$ cat src/rtl/pmt_pkg.sv
package pmt_pkg;
  localparam int unsigned PMT_REG_W    = 32;
  localparam int unsigned PMT_CNT_W    = 24;
  localparam int unsigned PMT_EDGE_BIT = 22;
  localparam int unsigned PMT_DIV      = 4;
endpackage

$ cat src/rtl/pmt_prescale.sv
module pmt_prescale #(
  parameter int unsigned DIV = pmt_pkg::PMT_DIV
) (
  input  logic clk,
  input  logic rst_n,
  output logic tick
);
  localparam int unsigned PW = (DIV > 1) ? $clog2(DIV) : 1;
  localparam logic [PW-1:0] LAST = PW'(DIV - 1);

  logic [PW-1:0] phase;

  assign tick = (phase == LAST);

  always_ff @(posedge clk or negedge rst_n) begin
    if (!rst_n) phase <= '0;
    else if (tick) phase <= '0;
    else phase <= phase + 1'b1;
  end

  generate
    if (DIV > 1) begin : g_gap
      // ticks are never back to back when dividing
      assert_tick_gap_R2: assert property (@(posedge clk) disable iff (!rst_n)
        tick |=> !tick);
    end
  endgenerate
endmodule

$ cat src/rtl/pmt_counter.sv
module pmt_counter #(
  parameter int unsigned CNT_W    = pmt_pkg::PMT_CNT_W,
  parameter int unsigned EDGE_BIT = pmt_pkg::PMT_EDGE_BIT
) (
  input  logic             clk,
  input  logic             rst_n,
  input  logic             tick,
  input  logic             run,
  output logic [CNT_W-1:0] count,
  output logic             fall
);
  logic inc;

  assign inc  = tick & run;
  // the watched bit drops exactly when it and all bits below it are ones
  assign fall = inc & (&count[EDGE_BIT:0]);

  always_ff @(posedge clk or negedge rst_n) begin
    if (!rst_n) count <= '0;
    else if (inc) count <= count + 1'b1;
  end

  assert_step_one_R2: assert property (@(posedge clk) disable iff (!rst_n)
    (tick && run) |=> count == $past(count) + 1'b1);

  assert_hold_idle_R3: assert property (@(posedge clk) disable iff (!rst_n)
    !(tick && run) |=> $stable(count));
endmodule

$ cat src/rtl/pmt_status.sv
module pmt_status (
  input  logic clk,
  input  logic rst_n,
  input  logic fall,
  input  logic clr_we,
  input  logic clr_wd,
  input  logic en_we,
  input  logic en_wd,
  output logic sts,
  output logic en,
  output logic irq
);
  always_ff @(posedge clk or negedge rst_n) begin
    if (!rst_n) sts <= 1'b0;
    else if (fall) sts <= 1'b1;
    else if (clr_we && clr_wd) sts <= 1'b0;
  end

  always_ff @(posedge clk or negedge rst_n) begin
    if (!rst_n) en <= 1'b0;
    else if (en_we) en <= en_wd;
  end

  assign irq = sts & en;

  assert_fall_sets_R4: assert property (@(posedge clk) disable iff (!rst_n)
    fall |=> sts);

  assert_only_fall_sets_R4: assert property (@(posedge clk) disable iff (!rst_n)
    (!sts && !fall) |=> !sts);

  assert_sticky_R5: assert property (@(posedge clk) disable iff (!rst_n)
    (sts && !(clr_we && clr_wd)) |=> sts);

  assert_en_write_R6: assert property (@(posedge clk) disable iff (!rst_n)
    en_we |=> en == $past(en_wd));
endmodule

$ cat src/rtl/pmt_read_port.sv
module pmt_read_port #(
  parameter int unsigned CNT_W = pmt_pkg::PMT_CNT_W,
  parameter int unsigned REG_W = pmt_pkg::PMT_REG_W
) (
  input  logic             clk,
  input  logic             rst_n,
  input  logic [CNT_W-1:0] count,
  input  logic             rd_valid,
  output logic             rd_ready,
  output logic             rsp_valid,
  input  logic             rsp_ready,
  output logic [REG_W-1:0] rsp_data
);
  assign rd_ready = !rsp_valid;

  always_ff @(posedge clk or negedge rst_n) begin
    if (!rst_n) begin
      rsp_valid <= 1'b0;
      rsp_data  <= '0;
    end else if (rsp_valid) begin
      if (rsp_ready) rsp_valid <= 1'b0;
    end else if (rd_valid) begin
      rsp_valid <= 1'b1;
      rsp_data  <= REG_W'(count);
    end
  end

  assert_accept_R7: assert property (@(posedge clk) disable iff (!rst_n)
    (rd_valid && rd_ready) |=> (rsp_valid && rsp_data == REG_W'($past(count))));

  assert_rsp_hold_R8: assert property (@(posedge clk) disable iff (!rst_n)
    (rsp_valid && !rsp_ready) |=> (rsp_valid && $stable(rsp_data)));

  assert_reserved_zero_R1: assert property (@(posedge clk) disable iff (!rst_n)
    rsp_valid |-> rsp_data[REG_W-1:CNT_W] == '0);
endmodule

$ cat src/rtl/acpi_pm_timer.sv
module acpi_pm_timer #(
  parameter int unsigned CNT_W    = pmt_pkg::PMT_CNT_W,
  parameter int unsigned EDGE_BIT = pmt_pkg::PMT_EDGE_BIT,
  parameter int unsigned DIV      = pmt_pkg::PMT_DIV,
  parameter int unsigned REG_W    = pmt_pkg::PMT_REG_W
) (
  input  logic             clk,
  input  logic             rst_n,
  input  logic             run,
  input  logic             rd_valid,
  output logic             rd_ready,
  output logic             rsp_valid,
  input  logic             rsp_ready,
  output logic [REG_W-1:0] rsp_data,
  input  logic             clr_we,
  input  logic             clr_wd,
  input  logic             en_we,
  input  logic             en_wd,
  output logic             ovf_sts,
  output logic             ovf_en,
  output logic             irq
);
  logic             tick;
  logic             fall;
  logic [CNT_W-1:0] count;

  pmt_prescale #(.DIV(DIV)) u_pre (
    .clk(clk), .rst_n(rst_n), .tick(tick)
  );

  pmt_counter #(.CNT_W(CNT_W), .EDGE_BIT(EDGE_BIT)) u_cnt (
    .clk(clk), .rst_n(rst_n), .tick(tick), .run(run),
    .count(count), .fall(fall)
  );

  pmt_status u_sts (
    .clk(clk), .rst_n(rst_n), .fall(fall),
    .clr_we(clr_we), .clr_wd(clr_wd), .en_we(en_we), .en_wd(en_wd),
    .sts(ovf_sts), .en(ovf_en), .irq(irq)
  );

  pmt_read_port #(.CNT_W(CNT_W), .REG_W(REG_W)) u_rd (
    .clk(clk), .rst_n(rst_n), .count(count),
    .rd_valid(rd_valid), .rd_ready(rd_ready),
    .rsp_valid(rsp_valid), .rsp_ready(rsp_ready), .rsp_data(rsp_data)
  );

  // the interrupt follows status and enable
  assert_irq_R6: assert property (@(posedge clk) disable iff (!rst_n)
    irq |-> (ovf_sts && ovf_en));
endmodule

$ cat config.mk
export PLATFORM = sky130hd
export DESIGN_NAME = acpi_pm_timer
export DESIGN_NICKNAME = d
export VERILOG_FILES = /design/src/rtl/pmt_pkg.sv /design/src/rtl/pmt_prescale.sv /design/src/rtl/pmt_counter.sv /design/src/rtl/pmt_status.sv /design/src/rtl/pmt_read_port.sv /design/src/rtl/acpi_pm_timer.sv
export SDC_FILE = /design/constraint.sdc
export NUM_CORES = 1
export LEC_CHECK = 0
export CORE_UTILIZATION = 54
export DETAILED_ROUTE_END_ITERATION = 16
export PLACE_DENSITY = 0.9
export SLEW_MARGIN = 20
export SYNTH_ARGS = -nofsm -noshare
export SYNTH_HDL_FRONTEND = slang
export SYNTH_SLANG_ARGS = --single-unit
$ cat constraint.sdc
create_clock -name clk -period 3.25 [get_ports clk]
set_clock_uncertainty 0.15 [all_clocks]
set_input_delay 0.325 -clock clk [delete_from_list [all_inputs] [get_ports clk]]
set_output_delay 0.325 -clock clk [all_outputs]
set_load 0.02 [all_outputs]
==> flow_summary.json, run 1 <==
{
  "worst_pin_slew_ns": 1.062,
  "initial_utilization_pct": 56.08,
  "die_area_sq_um": 4416,
  "rsz0062_at_grt": "no",
  "hp-class": "reg2reg",
  "r2r_start": "u_rd.rsp_valid$_DFF_PN0_",
  "cp-end-kind": "flip-flop",
  "syn_inst": 167,
  "detail-route-antenna-nets": 0,
  "vias_per_cell": 5.292,
  "cts.path.max_buffers": 2,
  "r2r_cells": 3,
  "final_common_cell": "dfrtp_1",
  "yosysWarnings": 0,
  "grt_pass1_vias": 1371,
  "p_leak_nw": 1.300,
  "rows": 23,
  "drt-total-wl_um": 3902,
  "slowest_delay_ns": 0.77,
  "antenna_found_initial": 0,
  "final_cell_mix": "dfrtp_1 (53), clkdlybuf4s50_1 (36), mux2_2 (24)",
  "nets": 220,
  "cts_tree": "yes",
  "wire_per_inst_um": 15.01,
  "report.final.slew_viol_count": 0,
  "cap_violations": 0,
  "place_hpwl_um": 2638,
  "io_pins": 46,
  "p_per_area_nw_per_um2": 549.0,
  "min_to": "u_pre.phase[0]$_DFF_PN0_",
  "synth_top_area_share_pct": 59.12,
  "cts_root_buf": "clkbuf_8",
  "avgSynthCellArea_sq_um": 13.43,
  "cp.required_ns": 3.29,
  "antennaDiodeCount": 0,
  "gr-total-overflow": 0,
  "num_vias": 1376,
  "portBuffers": 37,
  "fmax_mhz": 520.5,
  "finalCritPeriodShare_pct": 59.12,
  "use_met2_pct": 32.40,
  "drtIter0Drc": 73,
  "ys_seq_area_share_pct": 59.12,
  "max_slew_margin_pct": 29.02,
  "r2r-end": "u_rd.rsp_data[8]$_DFFE_PN0P_",
  "place.gp.congestion": 0.7445,
  "outcome": "complete, no violations",
  "clk_latency_ns": 0.31,
  "dieHeight_um": 66.46,
  "synth_area_leaders": "dfrtp_1 (59%), mux2_2 (12%), xnor2_1 (6.6%)",
  "fin_ws_ns": 1.329,
  "gr-usage-met3_pct": 6.164,
  "grt_max_degree": 54,
  "ys_types": 28,
  "cp_top_family": "simple AND/OR/NAND/NOR gates",
  "grt_pass1_wl_um": 6279,
  "critPathKind": "reg2reg",
  "finalPower_w": 0.001523,
  "htreeDepth": 2,
  "finalSetupViolCount": 0,
  "critPathBufInv": 1,
  "syn_to_final_growth_pct": 23.70,
  "synth_largest_area_cell": "dfrtp_1",
  "cp_max_fo": 27,
  "coreArea_sq_um": 4000,
  "finalCriticalPeriod_ns": 1.921,
  "regToRegSetupSlack_ns": 1.33,
  "whs_path_depth": 1,
  "cts.sinks": 53,
  "die_w_um": 66.46,
  "path_cells": "inv_1 > nand2_1 > mux2_2",
  "grt.total_usage_pct": 19.81,
  "worst_ir_drop_vdd_v": 0.0004675,
  "worstSetupStartpointType": "flip-flop",
  "drtPass1Iterations": 4,
  "met1_usage_pct": 24.86,
  "synth_area_sq_um": 2243,
  "globalRoute.busiestLayer": "met2",
  "hold_violations": 0,
  "layout-drive-gt1-share_pct": 20.48,
  "place_ws_ns": 1.046,
  "post-route-util_pct": 69.38,
  "drc": 0,
  "crit_arrival_ns": 1.96,
  "ys_seq_elements": 53,
  "slowest_stage": "nand2_1",
  "tns_ns": 0,
  "clk_pin_slew_ns": 0.09,
  "hp-start": "u_pre.phase[0]$_DFF_PN0_",
  "cts_buffers": 5
}
## sequential cells by signal (all words and copies together) (netlist names)
name / count
u_sts.en: 1
u_rd.rsp_data: 24
u_pre.phase: 2
u_sts.sts: 1
u_rd.rsp_valid: 1
u_cnt.count: 24
## metal layers
| layer | wire length [um] | up-vias |
|---|---|---|
| li1 | - | 642 |
| met1 | 1736 | 688 |
| met2 | 1935 | 38 |
| met3 | 166 | 8 |
| met4 | 64 | 0 |
| met5 | 0 | - |
## synthesized netlist by cell type (all sizes together)
master	instances
xor2	6
inv	3
buf	9
nand3	8
mux2	24
and2	1
nor2	4
xnor2	17
dfrtp	53
conb	1
nand4	6
nand2	15
o21ai	3
and4	3
nor3	3
and3	3
ha	2
nor4	3
or4	1
clkbuf	1
a22o	1
## timing repair
action / CTS / global route
hold buffers: 0 / 1
setup buffers: 0 / 0
gates resized for setup: 0 / 0
hold endpoints to repair: 0 / 53
## where the power goes
group          internal [W]  switching [W]
clock              0.000306       0.000213
combinational      0.000112       0.000117
sequential         0.000715      0.0000613
## stage by stage
step / hold slack [ns] / instance area (sq um) / instances
final: 0.2894 / 2775 / 260
after CTS: 0.1130 / 2763 / 259
after detailed placement: 0.2714 / 2629 / 251
after floorplan: -0.1206 / 2270 / 174
after global routing: 0.2887 / 2775 / 260
after global placement: 0.2625 / 2629 / 251
## how the worst max path moves through the flow
stage	endpoint	slack [ns]	depth (start not counted)	start
after CTS	irq	1.35	2	u_sts.sts$_DFFE_PN0P_
after global routing	u_rd.rsp_data[8]$_DFFE_PN0P_	1.26	3	u_rd.rsp_valid$_DFF_PN0_
after global placement	u_rd.rsp_data[4]$_DFFE_PN0P_	1.10	3	rd_valid
after detailed placement	u_rd.rsp_data[6]$_DFFE_PN0P_	1.05	3	rd_valid
after floorplan	u_rd.rsp_data[15]$_DFFE_PN0P_	1.46	4	u_rd.rsp_valid$_DFF_PN0_
final	u_rd.rsp_data[8]$_DFFE_PN0P_	1.33	3	u_rd.rsp_valid$_DFF_PN0_
## logic make-up (layout without fill, tap and decap cells)
logic type / Yosys count / in the layout / synth area share (%)
flip-flops: 53 / 53 / 59.12
AO/OA/AOI/OAI: 4 / 4 / 1.060
buffers and inverters: 13 / 49 / 3.569
AND/OR/NAND/NOR: 47 / 47 / 13.94
adder cells (fa/ha/maj): 2 / 2 / 1.115
XOR/XNOR: 23 / 23 / 8.979
other: 1 / 8 / 0.1672
multiplexers: 24 / 24 / 12.05
## worst register-to-register path, delay by kind of cell, from the launching register on
kind / cells / cell delay, ns
and+or+nand+nor: 1 / 0.77
DFF: 1 / 0.37
buffers and inverters: 1 / 0.07
muxes: 1 / 0.44
## final cells by class
type                    count  area (sq um)
flip-flops and latches     53          1326
fillers                   291          1225
multi-input cells         108         863.3
repair buffers             38         377.9
clock buffers               5         68.82
clock inverters             3         65.06
well taps                  50         62.56
inverters                   3         11.26
No activity file was read; power rests on OpenSTA's default activity.
==> run 2: changes to the inputs <==
--- a/config.mk
+++ b/config.mk
@@ -5,9 +5,9 @@
 export SDC_FILE = /design/constraint.sdc
 export NUM_CORES = 1
 export LEC_CHECK = 0
-export CORE_UTILIZATION = 54
+export CORE_UTILIZATION = 50
 export DETAILED_ROUTE_END_ITERATION = 16
-export PLACE_DENSITY = 0.9
+export PLACE_DENSITY = 0.85
 export SLEW_MARGIN = 20
 export SYNTH_ARGS = -nofsm -noshare
 export SYNTH_HDL_FRONTEND = slang
==> constraint.sdc (replaced) <==
create_clock -name clk -period 1.9 [get_ports clk]
set_clock_uncertainty 0.15 [all_clocks]
set_input_delay 0.19 -clock clk [delete_from_list [all_inputs] [get_ports clk]]
set_output_delay 0.19 -clock clk [all_outputs]
set_load 0.02 [all_outputs]
==> run 2 against run 1 <==
Net effect: clock-buffer cell count increased by 2; hold slack lost 0.048 ns; die area increased by 7.8%; routed wire length down 9.3%; critical path depth is 1 lower; largest cell class unchanged.
==> flow_summary.json, run 2 (synthesized netlist as in run 1, its figures left out) <==
{
  "drtPass1Iterations": 5,
  "cts_buffers": 5,
  "wire_per_inst_um": 13.35,
  "die_area_sq_um": 4759,
  "drc": 0,
  "r2r-end": "u_cnt.count[23]$_DFFE_PN0P_",
  "p_leak_nw": 1.317,
  "r2r_cells": 5,
  "slowest_stage": "clkdlybuf4s50_1",
  "pwr-share-clk_pct": 26.3,
  "grt_pass1_wl_um": 6299,
  "tns_ns": 0,
  "drt-total-wl_um": 3538,
  "cts_root_buf": "clkbuf_8",
  "pwr-share-comb_pct": 17.2,
  "fmax_mhz": 576.5,
  "cts.repair.resized": 0,
  "gr-total-overflow": 0,
  "layout-drive-gt1-share_pct": 21.86,
  "cp_top_family": "buffers and inverters",
  "crit_arrival_ns": 1.39,
  "outcome": "complete, no violations",
  "initial_utilization_pct": 54.14,
  "grt_pass1_vias": 1378,
  "cp-end-kind": "output pin",
  "cts.path.max_buffers": 2,
  "grt.total_usage_pct": 18.52,
  "path_cells": "and2_1 > clkdlybuf4s50_1",
  "coreArea_sq_um": 4144,
  "io_pins": 46,
  "cts.sinks": 53,
  "grt_max_degree": 33,
  "clk_pin_slew_ns": 0.08,
  "cp.required_ns": 1.56,
  "dieHeight_um": 68.99,
  "cp.depth": 2,
  "worst_ir_drop_vdd_v": 0.0006225,
  "power_frac_seq_pct": 56.5,
  "drtIter0Drc": 77,
  "die_w_um": 68.99,
  "syn_to_final_growth_pct": 24.60,
  "switching_share_pct": 26.56,
  "place.gp.congestion": 0.7642,
  "r2r_start": "u_pre.phase[0]$_DFF_PN0_",
  "slowest_delay_ns": 0.59,
  "seq_area_sq_um": 1326,
  "dpl-instance-area_sq_um": 2699,
  "rsz0062_at_grt": "no",
  "cp_max_fo": 3,
  "nets": 226,
  "portBuffers": 37,
  "worstSetupStartpointType": "flip-flop",
  "finalSetupViolCount": 0,
  "hp-class": "in2async",
  "final_area_sq_um": 2795,
  "n_fill_cell": 332,
  "cap_violations": 0,
  "p_per_area_nw_per_um2": 835.2,
  "critPathBufInv": 1,
  "clk_latency_ns": 0.30,
  "regToRegSetupSlack_ns": 0.17,
  "htreeDepth": 2,
  "finalCriticalPeriod_ns": 1.735,
  "hold_violations": 0,
  "worst_pin_slew_ns": 0.5018,
  "detail-route-antenna-nets": 0,
  "final_cell_mix": "dfrtp_1 (53), clkdlybuf4s50_1 (36), mux2_2 (24)",
  "final_common_cell": "dfrtp_1",
  "antennaDiodeCount": 0,
  "antenna_found_initial": 0,
  "vias_per_cell": 5.091,
  "power.switching_w": 0.0006201,
  "cts_tree": "yes",
  "top_regs": "u_cnt.count (24), u_rd.rsp_data (24), u_pre.phase (2)",
  "internal_power_w": 0.001714,
  "max_slew_margin_pct": 66.55,
  "finalCritPeriodShare_pct": 91.30,
  "num_vias": 1349,
  "rows": 23,
  "place_hpwl_um": 2639,
  "report.final.slew_viol_count": 0,
  "critPathKind": "reg2out",
  "multiInputGateArea_sq_um": 863.3
}
[run 2: how the worst max path moves through the flow]
| stage | start | endpoint | slack, ns |
|---|---|---|---|
| finish | u_sts.sts$_DFFE_PN0P_ | irq | 0.17 |
| global route | u_cnt.count[0]$_DFFE_PN0P_ | u_cnt.count[16]$_DFFE_PN0P_ | 0.006 |
| CTS | u_sts.sts$_DFFE_PN0P_ | irq | 0.15 |
| detailed placement | run | u_cnt.count[23]$_DFFE_PN0P_ | 0.03 |
| global placement | run | u_cnt.count[23]$_DFFE_PN0P_ | 0.07 |
| floorplan | u_rd.rsp_valid$_DFF_PN0_ | u_rd.rsp_data[15]$_DFFE_PN0P_ | 0.11 |
[run 2: power by group through the flow]
stage          logic (W)  registers [W]  clock network, W
2_1_floorplan   0.000168        0.00139                 0
3_3_place_gp    0.000395        0.00134                 0
3_5_place_dp    0.000404        0.00134                 0
4_1_cts         0.000410        0.00132          0.000638
5_1_grt         0.000442        0.00133          0.000671
6_report        0.000401        0.00132          0.000615
[run 2: timing repair]
action                                 in CTS  in global routing
endpoints found under the hold margin      21                  0
hold buffers                                1                  0
buffers inserted                            0                  0
[run 2: cell type report]
class                           count  share of cell area, %
Timing Repair Buffer               44                  15.94
Tap cell                           50                  2.238
Inverter                            3                 0.4029
Sequential cell                    53                  47.45
Clock buffer                        7                  3.089
Multi-Input combinational cell    108                  30.89
[run 2: worst register-to-register path, cell delays in order (launching register included)]
cell and delay (ns):
dfrtp_1 0.36, ha_1 0.27, nand4_4 0.15, or4_4 0.44, nor3_2 0.13, xor2_1 0.16
[run 2: per-stage QoR]
step,hold slack (ns),instances,worst slack [ns],power [W],util [%]
2_1_floorplan,-0.2556,174,0.1105,0.001555,-
4_1_cts,0.2541,265,0.1483,0.002367,67.45
6_report,0.2411,265,0.1654,0.002335,67.45
5_1_grt,0.3071,265,0.005850,0.002443,67.45
3_5_place_dp,0.04293,257,0.02583,0.001745,65.13
3_3_place_gp,0.03383,257,0.06675,0.001731,65.13
[run 2: metal layers]
metal,global-route usage (%),vias to the layer above,share of wire [%]
li1,-,660,-
met1,24.46,652,47
met2,29.61,32,48
met3,4.934,5,4.0
met4,6.122,0,1.5
met5,0,-,0
==> run 3: changes to the inputs <==
--- a/config.mk
+++ b/config.mk
@@ -7,6 +7,7 @@
 export LEC_CHECK = 0
 export CORE_UTILIZATION = 50
 export DETAILED_ROUTE_END_ITERATION = 16
+export MAX_ROUTING_LAYER = met4
 export PLACE_DENSITY = 0.85
 export SLEW_MARGIN = 20
 export SYNTH_ARGS = -nofsm -noshare
==> run 3 against run 2 <==
Net effect: sequential power about the same; cell count unchanged; combinational power about the same; final area unchanged; clock power about the same; total power about the same; die area unchanged; non-clock buffer count unchanged; global-route usage increased by 0.58 points; hold slack about the same; core utilization unchanged; highest routed layer unchanged.
==> flow_summary.json, run 3 (synthesized netlist as in run 1, its figures left out) <==
{
  "cap_violations": 0,
  "slowest_stage": "clkdlybuf4s50_1",
  "r2r_start": "u_pre.phase[0]$_DFF_PN0_",
  "cts_buffers": 5,
  "layout-drive-gt1-share_pct": 21.86,
  "drtIter0Drc": 77,
  "outcome": "complete, no violations",
  "coreArea_sq_um": 4144,
  "final_cell_mix": "dfrtp_1 (53), clkdlybuf4s50_1 (36), mux2_2 (24)",
  "cp_top_family": "buffers and inverters",
  "portBuffers": 37,
  "hold_violations": 0,
  "grt_pass1_wl_um": 6313,
  "final_common_cell": "dfrtp_1",
  "place_hpwl_um": 2639,
  "clk_latency_ns": 0.30,
  "worstSetupStartpointType": "flip-flop",
  "worst_pin_slew_ns": 0.5018,
  "antenna_found_initial": 0,
  "cp-end-kind": "output pin",
  "syn_to_final_growth_pct": 24.60,
  "wl_met1_um": 1668,
  "final_area_sq_um": 2795,
  "drtPass1Iterations": 5,
  "drt-total-wl_um": 3549,
  "p_per_area_nw_per_um2": 836.0,
  "wire_per_inst_um": 13.39,
  "initial_utilization_pct": 54.14,
  "hold_slack_ns": 0.2407,
  "die_area_sq_um": 4759,
  "grt_pass1_vias": 1375,
  "p_leak_nw": 1.317,
  "cp.required_ns": 1.56,
  "dieHeight_um": 68.99,
  "finalCriticalPeriod_ns": 1.735,
  "top_layer_used": "met4",
  "post-cts-setup-buffers": 0,
  "grt.total_usage_pct": 19.10,
  "wl_met2_um": 1685,
  "finalPower_w": 0.002337,
  "route.met3.wl_um": 141,
  "fmax_mhz": 576.4,
  "cts.sinks": 53,
  "top_regs": "u_cnt.count (24), u_rd.rsp_data (24), u_pre.phase (2)",
  "grt_max_degree": 33,
  "clk_pin_slew_ns": 0.08,
  "dpl-instance-area_sq_um": 2699,
  "cts_root_buf": "clkbuf_8",
  "critPathBufInv": 1,
  "max_slew_margin_pct": 66.55,
  "startpoint": "u_sts.sts$_DFFE_PN0P_",
  "crit_arrival_ns": 1.40,
  "cts.path.max_buffers": 2,
  "finalCritPeriodShare_pct": 91.32,
  "hp-class": "in2async",
  "htreeDepth": 2,
  "post-route-util_pct": 67.45,
  "cts_tree": "yes",
  "vias_per_cell": 5.072,
  "tns_ns": 0,
  "slowest_delay_ns": 0.59,
  "io_pins": 46,
  "detail-route-antenna-nets": 0,
  "critPathKind": "reg2out",
  "cts.repair.resized": 0,
  "gr-total-overflow": 0,
  "worst_ir_drop_vdd_v": 0.0006232,
  "die_w_um": 68.99,
  "path_cells": "and2_1 > clkdlybuf4s50_1",
  "rows": 23,
  "nets": 226,
  "finalSetupViolCount": 0,
  "num_vias": 1344,
  "drc": 0,
  "cp_max_fo": 3,
  "place.gp.congestion": 0.7743,
  "cts_hold_buf": 1,
  "rsz0062_at_grt": "no",
  "report.final.slew_viol_count": 0,
  "antennaDiodeCount": 0
}
[run 3: worst reg2reg max path, stage by stage, from the launching register on]
cell	delay, ns
dfrtp_1	0.36
ha_1	0.27
nand4_4	0.15
or4_4	0.44
nor3_2	0.13
xor2_1	0.16
[run 3: where the power goes]
| group | internal [W] | switching, W | total (W) |
|---|---|---|---|
| sequential | 0.00122 | 0.0000960 | 0.00132 |
| combinational | 0.000203 | 0.000199 | 0.000401 |
| clock | 0.000289 | 0.000328 | 0.000617 |
| total | 0.00171 | 0.000622 | 0.00234 |
[run 3: layer usage]
layer	track usage (%)	vias up
met5	-	-
met4	6.122	0
met3	4.934	5
met2	29.61	32
met1	24.57	648
li1	-	659
[run 3: final timing paths]
check | cells past startpoint | end | slack (ns)
hold reg to reg | 1 | u_pre.phase[0]$_DFF_PN0_ | 0.28
min in group clk | 1 | u_pre.phase[0]$_DFF_PN0_ | 0.28
setup reg to reg | 5 | u_cnt.count[23]$_DFFE_PN0P_ | 0.18
setup / recovery | 2 | irq | 0.16
max in group asynchronous | 3 | u_cnt.count[17]$_DFFE_PN0P_ | 0.83
hold / removal | 2 | u_sts.en$_DFFE_PN0P_ | 0.24
[run 3: through the flow]
stage / std cells / setup WS, ns
after floorplan: 174 / 0.1105
after detailed placement: 257 / 0.02583
after global routing: 265 / 0.003497
after CTS: 265 / 0.1483
after global placement: 257 / 0.06675
final: 265 / 0.1650
[run 3: layout make-up]
type | instances | area, sq um
clock buffers | 7 | 86.33
well taps | 50 | 62.56
inverters | 3 | 11.26
multi-input cells | 108 | 863.3
repair buffers | 44 | 445.4
fillers | 332 | 1349
flip-flops and latches | 53 | 1326
